## config.mk

```make
export PLATFORM = sky130hd
export DESIGN_NAME = dma3d_addr_gen
export DESIGN_NICKNAME = d
export VERILOG_FILES = /design/src/rtl/dma3d_pkg.sv /design/src/rtl/dma3d_ctrl.sv /design/src/rtl/dma3d_lane.sv /design/src/rtl/dma3d_path.sv /design/src/rtl/dma3d_addr_gen.sv
export SDC_FILE = /design/constraint.sdc
export NUM_CORES = 1
export LEC_CHECK = 0
export BUFFER_PORTS_ARGS = -buffer_cell sky130_fd_sc_hd__buf_2
export CAP_MARGIN = 10
export CORE_MARGIN = 1
export CORE_UTILIZATION = 59
export CTS_CLUSTER_DIAMETER = 40
export DETAILED_ROUTE_END_ITERATION = 8
export PLACE_DENSITY_LB_ADDON = 0.12
export SLEW_MARGIN = 20
export SYNTH_ARGS = -nofsm -noshare
export SYNTH_HDL_FRONTEND = slang
export SYNTH_SLANG_ARGS = --single-unit
```

## constraint.sdc

```tcl
create_clock -name clk -period 5.2 [get_ports clk]
set_input_delay 0 -clock clk [delete_from_list [all_inputs] [get_ports clk]]
set_output_delay 0 -clock clk [all_outputs]
set_load 0.1 [all_outputs]
```

## src/rtl/dma3d_pkg.sv

```systemverilog
package dma3d_pkg;

  localparam int OPT_W          = 11;
  localparam int OPT_SRC_CONST  = 0;
  localparam int OPT_DST_CONST  = 1;
  localparam int OPT_FRAME_SYNC = 2;
  localparam int OPT_DONE_EN    = 3;
  localparam int OPT_CODE_LSB   = 4;
  localparam int CODE_W         = 4;
  localparam int OPT_WID_LSB    = 8;
  localparam int WID_W          = 3;
  localparam int LANES          = 2;

  typedef enum logic [1:0] {
    ST_IDLE  = 2'd0,
    ST_WAIT  = 2'd1,
    ST_BURST = 2'd2
  } seqState_t;

  typedef struct packed {
    logic load;
    logic emit;
    logic advArray;
    logic advFrame;
    logic finish;
  } ctrlStrobe_t;

endpackage

```

## src/rtl/dma3d_ctrl.sv

```systemverilog
module dma3d_ctrl
  import dma3d_pkg::*;
(
  input  logic        clk,
  input  logic        rstN,
  input  logic        loadIn,
  input  logic        syncEvent,
  input  logic        lastArray,
  input  logic        lastFrame,
  input  logic        frameSync,
  output ctrlStrobe_t strobe,
  output logic        busy
);

  seqState_t state, nextState;
  logic      emitNow;

  always_comb begin
    strobe    = '0;
    nextState = state;
    emitNow   = 1'b0;
    strobe.load = loadIn;
    if (loadIn) begin
      nextState = ST_WAIT;
    end else begin
      emitNow = ((state == ST_WAIT) && syncEvent) || (state == ST_BURST);
      strobe.emit     = emitNow;
      strobe.advArray = emitNow && !lastArray;
      strobe.advFrame = emitNow && lastArray;
      strobe.finish   = emitNow && lastArray && lastFrame;
      if (emitNow) begin
        if (lastArray)
          nextState = lastFrame ? ST_IDLE : ST_WAIT;
        else if (frameSync)
          nextState = ST_BURST;
        else
          nextState = ST_WAIT;
      end
    end
  end

  always_ff @(posedge clk or negedge rstN) begin
    if (!rstN) state <= ST_IDLE;
    else       state <= nextState;
  end

  assign busy = (state != ST_IDLE);

endmodule

```

## src/rtl/dma3d_lane.sv

```systemverilog
module dma3d_lane
  import dma3d_pkg::*;
#(
  parameter int ADDR_W = 32,
  parameter int IDX_W  = 16
) (
  input  logic              clk,
  input  logic              rstN,
  input  ctrlStrobe_t       strobe,
  input  logic              frameSync,
  input  logic [ADDR_W-1:0] baseIn,
  input  logic [IDX_W-1:0]  bIdxIn,
  input  logic [IDX_W-1:0]  cIdxIn,
  input  logic              constIn,
  output logic [ADDR_W-1:0] addr
);

  localparam int EXT_W = ADDR_W - IDX_W;

  logic [ADDR_W-1:0] curAddr, frmAddr, arrayStep, frameStep, frameBase;
  logic [IDX_W-1:0]  bIdxR, cIdxR;
  logic              constR;

  always_comb begin
    frameBase = frameSync ? frmAddr : curAddr;
    arrayStep = curAddr + {{EXT_W{bIdxR[IDX_W-1]}}, bIdxR};
    frameStep = frameBase + {{EXT_W{cIdxR[IDX_W-1]}}, cIdxR};
  end

  always_ff @(posedge clk or negedge rstN) begin
    if (!rstN) begin
      curAddr <= '0;
      frmAddr <= '0;
      bIdxR   <= '0;
      cIdxR   <= '0;
      constR  <= 1'b0;
    end else if (strobe.load) begin
      curAddr <= baseIn;
      frmAddr <= baseIn;
      bIdxR   <= bIdxIn;
      cIdxR   <= cIdxIn;
      constR  <= constIn;
    end else if (!constR) begin
      if (strobe.advFrame) begin
        curAddr <= frameStep;
        frmAddr <= frameStep;
      end else if (strobe.advArray) begin
        curAddr <= arrayStep;
      end
    end
  end

  assign addr = curAddr;

endmodule

```

## src/rtl/dma3d_path.sv

```systemverilog
module dma3d_path
  import dma3d_pkg::*;
#(
  parameter int ADDR_W = 32,
  parameter int CNT_W  = 16,
  parameter int IDX_W  = 16
) (
  input  logic              clk,
  input  logic              rstN,
  input  ctrlStrobe_t       strobe,
  input  logic [OPT_W-1:0]  optIn,
  input  logic [ADDR_W-1:0] srcIn,
  input  logic [ADDR_W-1:0] dstIn,
  input  logic [CNT_W-1:0]  aCntIn,
  input  logic [CNT_W-1:0]  bCntIn,
  input  logic [CNT_W-1:0]  cCntIn,
  input  logic [IDX_W-1:0]  srcBIdxIn,
  input  logic [IDX_W-1:0]  dstBIdxIn,
  input  logic [IDX_W-1:0]  srcCIdxIn,
  input  logic [IDX_W-1:0]  dstCIdxIn,
  input  logic [CNT_W-1:0]  bReloadIn,
  output logic              lastArray,
  output logic              lastFrame,
  output logic              frameSync,
  output logic              beatValid,
  output logic [ADDR_W-1:0] beatSrc,
  output logic [ADDR_W-1:0] beatDst,
  output logic [CNT_W-1:0]  beatLen,
  output logic [WID_W-1:0]  beatWidth,
  output logic              doneValid,
  output logic [CODE_W-1:0] doneCode
);

  logic [OPT_W-1:0] optR;
  logic [CNT_W-1:0] aCntR, bCntR, bReloadR, bRem, cRem;

  logic [LANES-1:0][ADDR_W-1:0] laneBase, laneAddr;
  logic [LANES-1:0][IDX_W-1:0]  laneBIdx, laneCIdx;
  logic [LANES-1:0]             laneConst;

  assign laneBase  = {dstIn, srcIn};
  assign laneBIdx  = {dstBIdxIn, srcBIdxIn};
  assign laneCIdx  = {dstCIdxIn, srcCIdxIn};
  assign laneConst = {optIn[OPT_DST_CONST], optIn[OPT_SRC_CONST]};
  assign frameSync = optR[OPT_FRAME_SYNC];

  for (genvar g = 0; g < LANES; g++) begin : gLane
    dma3d_lane #(.ADDR_W(ADDR_W), .IDX_W(IDX_W)) uLane (
      .clk       (clk),
      .rstN      (rstN),
      .strobe    (strobe),
      .frameSync (frameSync),
      .baseIn    (laneBase[g]),
      .bIdxIn    (laneBIdx[g]),
      .cIdxIn    (laneCIdx[g]),
      .constIn   (laneConst[g]),
      .addr      (laneAddr[g])
    );
  end

  assign lastArray = (bRem == CNT_W'(1));
  assign lastFrame = (cRem == CNT_W'(1));

  always_ff @(posedge clk or negedge rstN) begin
    if (!rstN) begin
      optR     <= '0;
      aCntR    <= '0;
      bCntR    <= '0;
      bReloadR <= '0;
      bRem     <= '0;
      cRem     <= '0;
    end else if (strobe.load) begin
      optR     <= optIn;
      aCntR    <= aCntIn;
      bCntR    <= bCntIn;
      bReloadR <= bReloadIn;
      bRem     <= bCntIn;
      cRem     <= cCntIn;
    end else if (strobe.advFrame) begin
      bRem <= frameSync ? bCntR : bReloadR;
      cRem <= cRem - CNT_W'(1);
    end else if (strobe.advArray) begin
      bRem <= bRem - CNT_W'(1);
    end
  end

  always_ff @(posedge clk or negedge rstN) begin
    if (!rstN) begin
      beatValid <= 1'b0;
      beatSrc   <= '0;
      beatDst   <= '0;
      beatLen   <= '0;
      beatWidth <= '0;
      doneValid <= 1'b0;
      doneCode  <= '0;
    end else begin
      beatValid <= strobe.emit;
      doneValid <= strobe.finish && optR[OPT_DONE_EN];
      if (strobe.emit) begin
        beatSrc   <= laneAddr[0];
        beatDst   <= laneAddr[1];
        beatLen   <= aCntR;
        beatWidth <= optR[OPT_WID_LSB +: WID_W];
      end
      if (strobe.finish)
        doneCode <= optR[OPT_CODE_LSB +: CODE_W];
    end
  end

endmodule

```

## src/rtl/dma3d_addr_gen.sv

```systemverilog
module dma3d_addr_gen
  import dma3d_pkg::*;
#(
  parameter int ADDR_W = 32,
  parameter int CNT_W  = 16,
  parameter int IDX_W  = 16
) (
  input  logic              clk,
  input  logic              rstN,
  input  logic              loadIn,
  input  logic [10:0]       optIn,
  input  logic [ADDR_W-1:0] srcIn,
  input  logic [ADDR_W-1:0] dstIn,
  input  logic [CNT_W-1:0]  aCntIn,
  input  logic [CNT_W-1:0]  bCntIn,
  input  logic [CNT_W-1:0]  cCntIn,
  input  logic [IDX_W-1:0]  srcBIdxIn,
  input  logic [IDX_W-1:0]  dstBIdxIn,
  input  logic [IDX_W-1:0]  srcCIdxIn,
  input  logic [IDX_W-1:0]  dstCIdxIn,
  input  logic [CNT_W-1:0]  bReloadIn,
  input  logic              syncEvent,
  output logic              busy,
  output logic              beatValid,
  output logic [ADDR_W-1:0] beatSrc,
  output logic [ADDR_W-1:0] beatDst,
  output logic [CNT_W-1:0]  beatLen,
  output logic [2:0]        beatWidth,
  output logic              doneValid,
  output logic [3:0]        doneCode
);

  ctrlStrobe_t strobe;
  logic        lastArray, lastFrame, frameSync;

  dma3d_ctrl uCtrl (
    .clk       (clk),
    .rstN      (rstN),
    .loadIn    (loadIn),
    .syncEvent (syncEvent),
    .lastArray (lastArray),
    .lastFrame (lastFrame),
    .frameSync (frameSync),
    .strobe    (strobe),
    .busy      (busy)
  );

  dma3d_path #(.ADDR_W(ADDR_W), .CNT_W(CNT_W), .IDX_W(IDX_W)) uPath (
    .clk       (clk),
    .rstN      (rstN),
    .strobe    (strobe),
    .optIn     (optIn),
    .srcIn     (srcIn),
    .dstIn     (dstIn),
    .aCntIn    (aCntIn),
    .bCntIn    (bCntIn),
    .cCntIn    (cCntIn),
    .srcBIdxIn (srcBIdxIn),
    .dstBIdxIn (dstBIdxIn),
    .srcCIdxIn (srcCIdxIn),
    .dstCIdxIn (dstCIdxIn),
    .bReloadIn (bReloadIn),
    .lastArray (lastArray),
    .lastFrame (lastFrame),
    .frameSync (frameSync),
    .beatValid (beatValid),
    .beatSrc   (beatSrc),
    .beatDst   (beatDst),
    .beatLen   (beatLen),
    .beatWidth (beatWidth),
    .doneValid (doneValid),
    .doneCode  (doneCode)
  );

endmodule

```

---- After elaboration in Yosys (flattened, before gate mapping) ----
Cells that the tools add are included.
operators by class
  add/subtract/negate cells ............... 6
  equal/unequal tests ..................... 6
  mux-type cells .......................... 28
  reductions and logical operators ........ 15
operators with widths
  cell                                                  number
  two-way mux 32 bit                                    16
  adder 32 bit                                          4
  two-way mux 16 bit                                    6
  equality test 16 x 1 -> 1 bit, second input constant  2
  subtractor 16 x 1 -> 16 bit, second input constant    2
  two-way mux 2 bit                                     4
  AND reduction 2 bit                                   4
  nonzero test 2 bit                                    3
  logical AND 1 bit                                     5
  two-way mux 4 bit                                     1
  != test 2 bit, second input constant                  2
  nonzero test 3 bit                                    1
  equality test 2 x 1 -> 1 bit, second input constant   1
  equality test 2 bit, second input constant            1
  zero test 1 bit                                       1
  logical OR 1 bit                                      1
  two-way mux 1 bit                                     1
word-level totals
  bits in registers ....................... 376
  bits of input ports ..................... 207
  output and inout bits ................... 90

---- Longest topological paths before layout ----
  word-level depth ........................ 10
  depth in mapped cells ................... 16
  gate-level depth less buffers ........... 13

---- By module ----
Synthesis repeated with hierarchy kept, for this count alone.
unflattened totals
  cell total of the unflattened synthesis .. 2410
  area total of the unflattened synthesis .. 23747.8 um2
modules (own cells, without submodules)
  module                             instances  cells an instance  area each (um2)  sequential area each (um2)
  dma3d_lane (uPath.gLane[0].uLane)  1          918                8035.2           2427.3
  dma3d_lane (uPath.gLane[1].uLane)  1          876                7906.3           2427.3
  dma3d_path                         1          598                7646.1           4454.3
  dma3d_ctrl                         1          18                 160.2            50.0

---- Least setup slack after synthesis ----
Ideal clock, no wire load.
  path type ............................... register to register
  start ................................... reg uPath.optR[2]
  end ..................................... reg uPath.gLane[0].uLane.frmAddr[28]
  data arrival time ....................... 4536 ps
  data required time ...................... 5105 ps
  slack ................................... 569 ps
  stages on the path, launching flop included .. 17
  path buffers ............................ 3
  period minus slack after synthesis ...... 4631 ps
  cell sequence ........................... dfrtp_1 > buf_1 > clkbuf_1 > buf_1 > mux2_2 > ha_1 > fa_1 > a21oi_1 > nand4b_1 > a21oi_1 > o31ai_2 > o21bai_1 > a311oi_1 > o21ai_1 > a221oi_1 > xor2_1 > o31ai_1
on the way
  word-level cells in the longest chain between the ends .. 5
RTL lines
  element                 line              RTL
  from (decl)             dma3d_path.sv:34  logic [OPT_W-1:0] optR;
  from (signal assigned)  dma3d_path.sv:73  optR <= optIn;
  two-way mux 32 bit      dma3d_lane.sv:25  frameBase = frameSync ? frmAddr : curAddr;
  adder 32 bit            dma3d_lane.sv:27  frameStep = frameBase + {{EXT_W{cIdxR[IDX_W-1]}}, cIdxR};
  two-way mux 32 bit      dma3d_lane.sv:44  if (strobe.advFrame) begin
  two-way mux 32 bit      dma3d_lane.sv:43  end else if (!constR) begin
  two-way mux 32 bit      dma3d_lane.sv:37  end else if (strobe.load) begin
  to (signal assigned)    dma3d_lane.sv:39  frmAddr <= baseIn;
  to (signal assigned)    dma3d_lane.sv:46  frmAddr <= frameStep;
  to (decl)               dma3d_lane.sv:20  logic [ADDR_W-1:0] curAddr, frmAddr, arrayStep, frameStep, frameBase;
Every way passes these cells. The select of a mux whose other input is x is not followed.
A chain may end at the register's enable or synchronous reset.

---- Worst setup path in the final report ----
  start ................................... reg uPath.optR[2]
  end ..................................... reg uPath.gLane[1].uLane.frmAddr[30]
on the way
  word-level cells in the longest chain between the ends .. 5
RTL lines
  element               line
  two-way mux 32 bit    dma3d_lane.sv:25
  adder 32 bit          dma3d_lane.sv:27
  two-way mux 32 bit    dma3d_lane.sv:44
  two-way mux 32 bit    dma3d_lane.sv:43
  two-way mux 32 bit    dma3d_lane.sv:37
  to (signal assigned)  dma3d_lane.sv:39
  to (signal assigned)  dma3d_lane.sv:46
  to (decl)             dma3d_lane.sv:20
Every way passes these cells. The select of a mux whose other input is x is not followed.

==> results.toml <==
[outcome]
status = "complete, but fails checks"
violations = "negative hold slack"

[cts]
cts.htree.levels = 2
cts-hold-fix-buffers = 226
clk_pin_slew_worst_paths_ns = 0.06
clkLatencyLatePin_ns = 0.63
cts_root_buf = "clkbuf_16"
cts_buffers = 58
cts_tree = "yes"
post_cts.repair.setup_buffers = 0
cts.path.max_buffers = 3
clkSinkCount = 374
cts-resized-gates = 0

[grt]
antenna_found_initial = 1
grt_pass1_vias = 22300
busiest_layer = "met2"
grt_remaining_overflow = 0
grt_max_degree = 137
grt_first_pass_wirelength_mm = 120
grt.met3_usage_pct = 8.25
use_met1_pct = 51.3
grtUsageTotal_pct = 38.7
use_met2_pct = 62.0

[sta]
fmax_mhz = 229
tns_ns = 0
rsz0062_at_grt = "false"
fin_ws_ns = 0.834
fin_skew_ns = 0.0185
relSlewSlack_pct = 25.6
drv_slew = 0
min_period_ns = 4.37
finalHoldViolations = 3
setup_viol = 0
timing.final.crit_share_pct = 84.0
worst_pin_slew_ns = 1.11
hold_ws_ns = -0.0418

[logic_synthesis]
yosys.cell_count.top_type = "nand2_1"
yosysWarnings = 0
yosys_register_bits = 374
synth-async-reset-ratio_pct = 100
synth_area_leader_cell = "dfrtp_1"
synth_nets = 2899
synthSimpleGateAreaFrac_pct = 15.2
synth-compound-area-share_pct = 19.6
synthMuxAreaShare_pct = 10.2
synth_top_family_by_area = "compound AO/OA/AOI/OAI gates"
synth_edf_count = 0
syn_area_sq_mm = 0.0231
synthTopCellsByArea = "dfrtp_1, mux2_2, nand2_1"
seq_area_frac_synth_pct = 40.4
synth_fa_ha_area_share_pct = 7.26
synthXorXnorAreaFrac_pct = 4.35
synth_cells = 2560
netlist-cell-type-count = 80
syn_area_per_cell_sq_um = 9.04
synth_ff_type = "dfrtp_1"
synthTopCellsByCount = "nand2_1, dfrtp_1, a21oi_1"
yosysTopAreaCellShare_pct = 40.4

[worst_setup_path]
reg2reg_depth = 13
worst_ep_required_time_ns = 5.70
path_class = "register to register"
critPathCaptureType = "register"
r2r_slack_ns = 0.83
arrival_ns = 4.87
worstPathMaxFanout = 21
cp-startpoint = "uPath.optR[2]$_DFFE_PN0P_"
cp-start-kind = "register"
rr_endpoint = "uPath.gLane[1].uLane.frmAddr[30]$_DFFE_PN0P_"
crit_path_end = "uPath.gLane[1].uLane.frmAddr[30]$_DFFE_PN0P_"
r2r_start = "uPath.optR[2]$_DFFE_PN0P_"

[placement]
routabilityCongestion = 0.948
port_buffers = 296
dp_slack_ns = 0.912
dp.final_hpwl_mm = 48.0
dpl_cell_area_sq_mm = 0.0251

[detailed_routing]
route.detailed.drc = 0
vias_per_cell = 6.18
dr_total_vias = 22300
ant_nets = 0
drt-initial-drc-count = 1835
wl_per_cell_microns = 21.2
drt_pass1_iterations = 6
totalWireLength_mm = 76.4

[run]
max-cap-violations = 0

[power]
peakVddDrop_uv = 393
leakage_nw = 13.6
p_per_area_mw_per_mm2 = 616

[die]
core_area_sq_mm = 0.0386
die-area_sq_mm = 0.0400
rows = 72
die_x_microns = 200
chipHeight_microns = 200
io_pins = 297
start_util_pct = 59.9

[finish]
regArea_sq_mm = 0.00936
layout.nets = 3379
syn_to_final_growth_pct = 26.8
drive_gt1_share_pct = 21.0
multi_input_area_sq_mm = 0.0132
stdcell_area_sq_mm = 0.0294
fillers = 2629

[hold_path]
hp-class = "input pin to asynchronous set/reset pin"
## per-layer routing
layer	wire length [microns]	part of all wire, %	up-vias
li1	-	-	10200
met5	0	0	-
met1	31300	41	10800
met3	6720	8.8	209
met2	35600	47	1116
met4	2730	3.6	0
## sequential cells by signal, summed over array words and instances, names as in the netlist
signal / cells
uPath.beatWidth: 3
uPath.bReloadR: 16
uPath.gLane.uLane.addr: 64
uPath.doneCode: 4
uPath.aCntR: 16
uPath.gLane.uLane.cIdxR: 32
uCtrl.state: 2
uPath.doneValid: 1
uPath.beatValid: 1
uPath.beatSrc: 32
uPath.cRem: 16
uPath.optR: 11
uPath.gLane.uLane.frmAddr: 64
uPath.bRem: 16
uPath.gLane.uLane.bIdxR: 32
uPath.bCntR: 16
uPath.beatLen: 16
uPath.beatDst: 32
## layout make-up
class / count / share of cell area (%)
diodes: 1 / 0.00852
clock buffers: 67 / 5.33
clock inverters: 43 / 1.52
inverters: 45 / 0.575
multi-input cells: 2009 / 44.8
flip-flops and latches: 374 / 31.9
well taps: 518 / 2.21
repair buffers: 552 / 13.7
## worst min-delay path by stage
stage          start                            end  slack [ns]  cells past startpoint
2_1_floorplan   rstN     uCtrl.state[0]$_DFFE_PN0P_       -0.30                      0
3_5_place_dp    rstN  uPath.beatSrc[16]$_DFFE_PN0P_        0.08                      1
5_1_grt         rstN  uPath.beatSrc[16]$_DFFE_PN0P_        0.04                      2
6_report        rstN  uPath.beatSrc[16]$_DFFE_PN0P_       -0.04                      2
4_1_cts         rstN  uPath.beatSrc[16]$_DFFE_PN0P_        0.01                      2
3_3_place_gp    rstN  uPath.beatSrc[16]$_DFFE_PN0P_        0.07                      1
## kinds of logic (layout without fill, tap and decap cells)
group,after synthesis,in the layout
AOI/OAI and AO/OA,722,722
xor gates and xnor gates,115,115
adders and majority gates,132,132
DFF,374,374
other,0,1
buffers and inverters,177,707
and+or+nand+nor,827,827
muxes,213,213
## through the flow
step | std cells | util (%) | power [W]
final | 3609 | 76.0 | 0.0181
after global placement | 3272 | 64.9 | 0.0135
after CTS | 3608 | 76.0 | 0.0179
after detailed placement | 3272 | 64.9 | 0.0137
after global routing | 3609 | 76.0 | 0.0192
after floorplan | 2560 | - | 0.0116
## layout by cell type, fill, tap and decap left out, drive strengths merged, types with 20 or more instances in the layout
| cell | count |
|---|---|
| nand2 | 481 |
| dfrtp | 374 |
| buf | 326 |
| dlygate4sd3 | 226 |
| a21oi | 211 |
| mux2 | 185 |
| o21ai | 182 |
| nor2 | 170 |
| ha | 128 |
| xnor2 | 75 |
| clkbuf | 67 |
| a21o | 62 |
| inv | 62 |
| xor2 | 40 |
| nand3 | 38 |
| a31oi | 35 |
| nor3 | 30 |
| a211oi | 30 |
| mux2i | 28 |
| o21a | 26 |
| nand4 | 24 |
| o211ai | 23 |
| and3 | 20 |
## critical path, stage by stage (launching register included)
cell	delay (ns)
dfrtp_4	0.63
buf_4	0.29
mux2_2	0.35
ha_1	0.36
a21o_1	0.20
a2111oi_0	0.46
a21boi_0	0.40
o21bai_1	0.22
a41o_1	0.32
a31oi_1	0.35
o31ai_1	0.14
xnor2_1	0.16
nor3_1	0.06
a221o_1	0.28
## power breakdown
group	leakage, nW	switching (W)	internal, W
Combinational	8.17	0.00628	0.00330
Clock	0.947	0.00162	0.00237
Sequential	4.45	0.000774	0.00374
No activity file was read; power rests on OpenSTA's default activity.
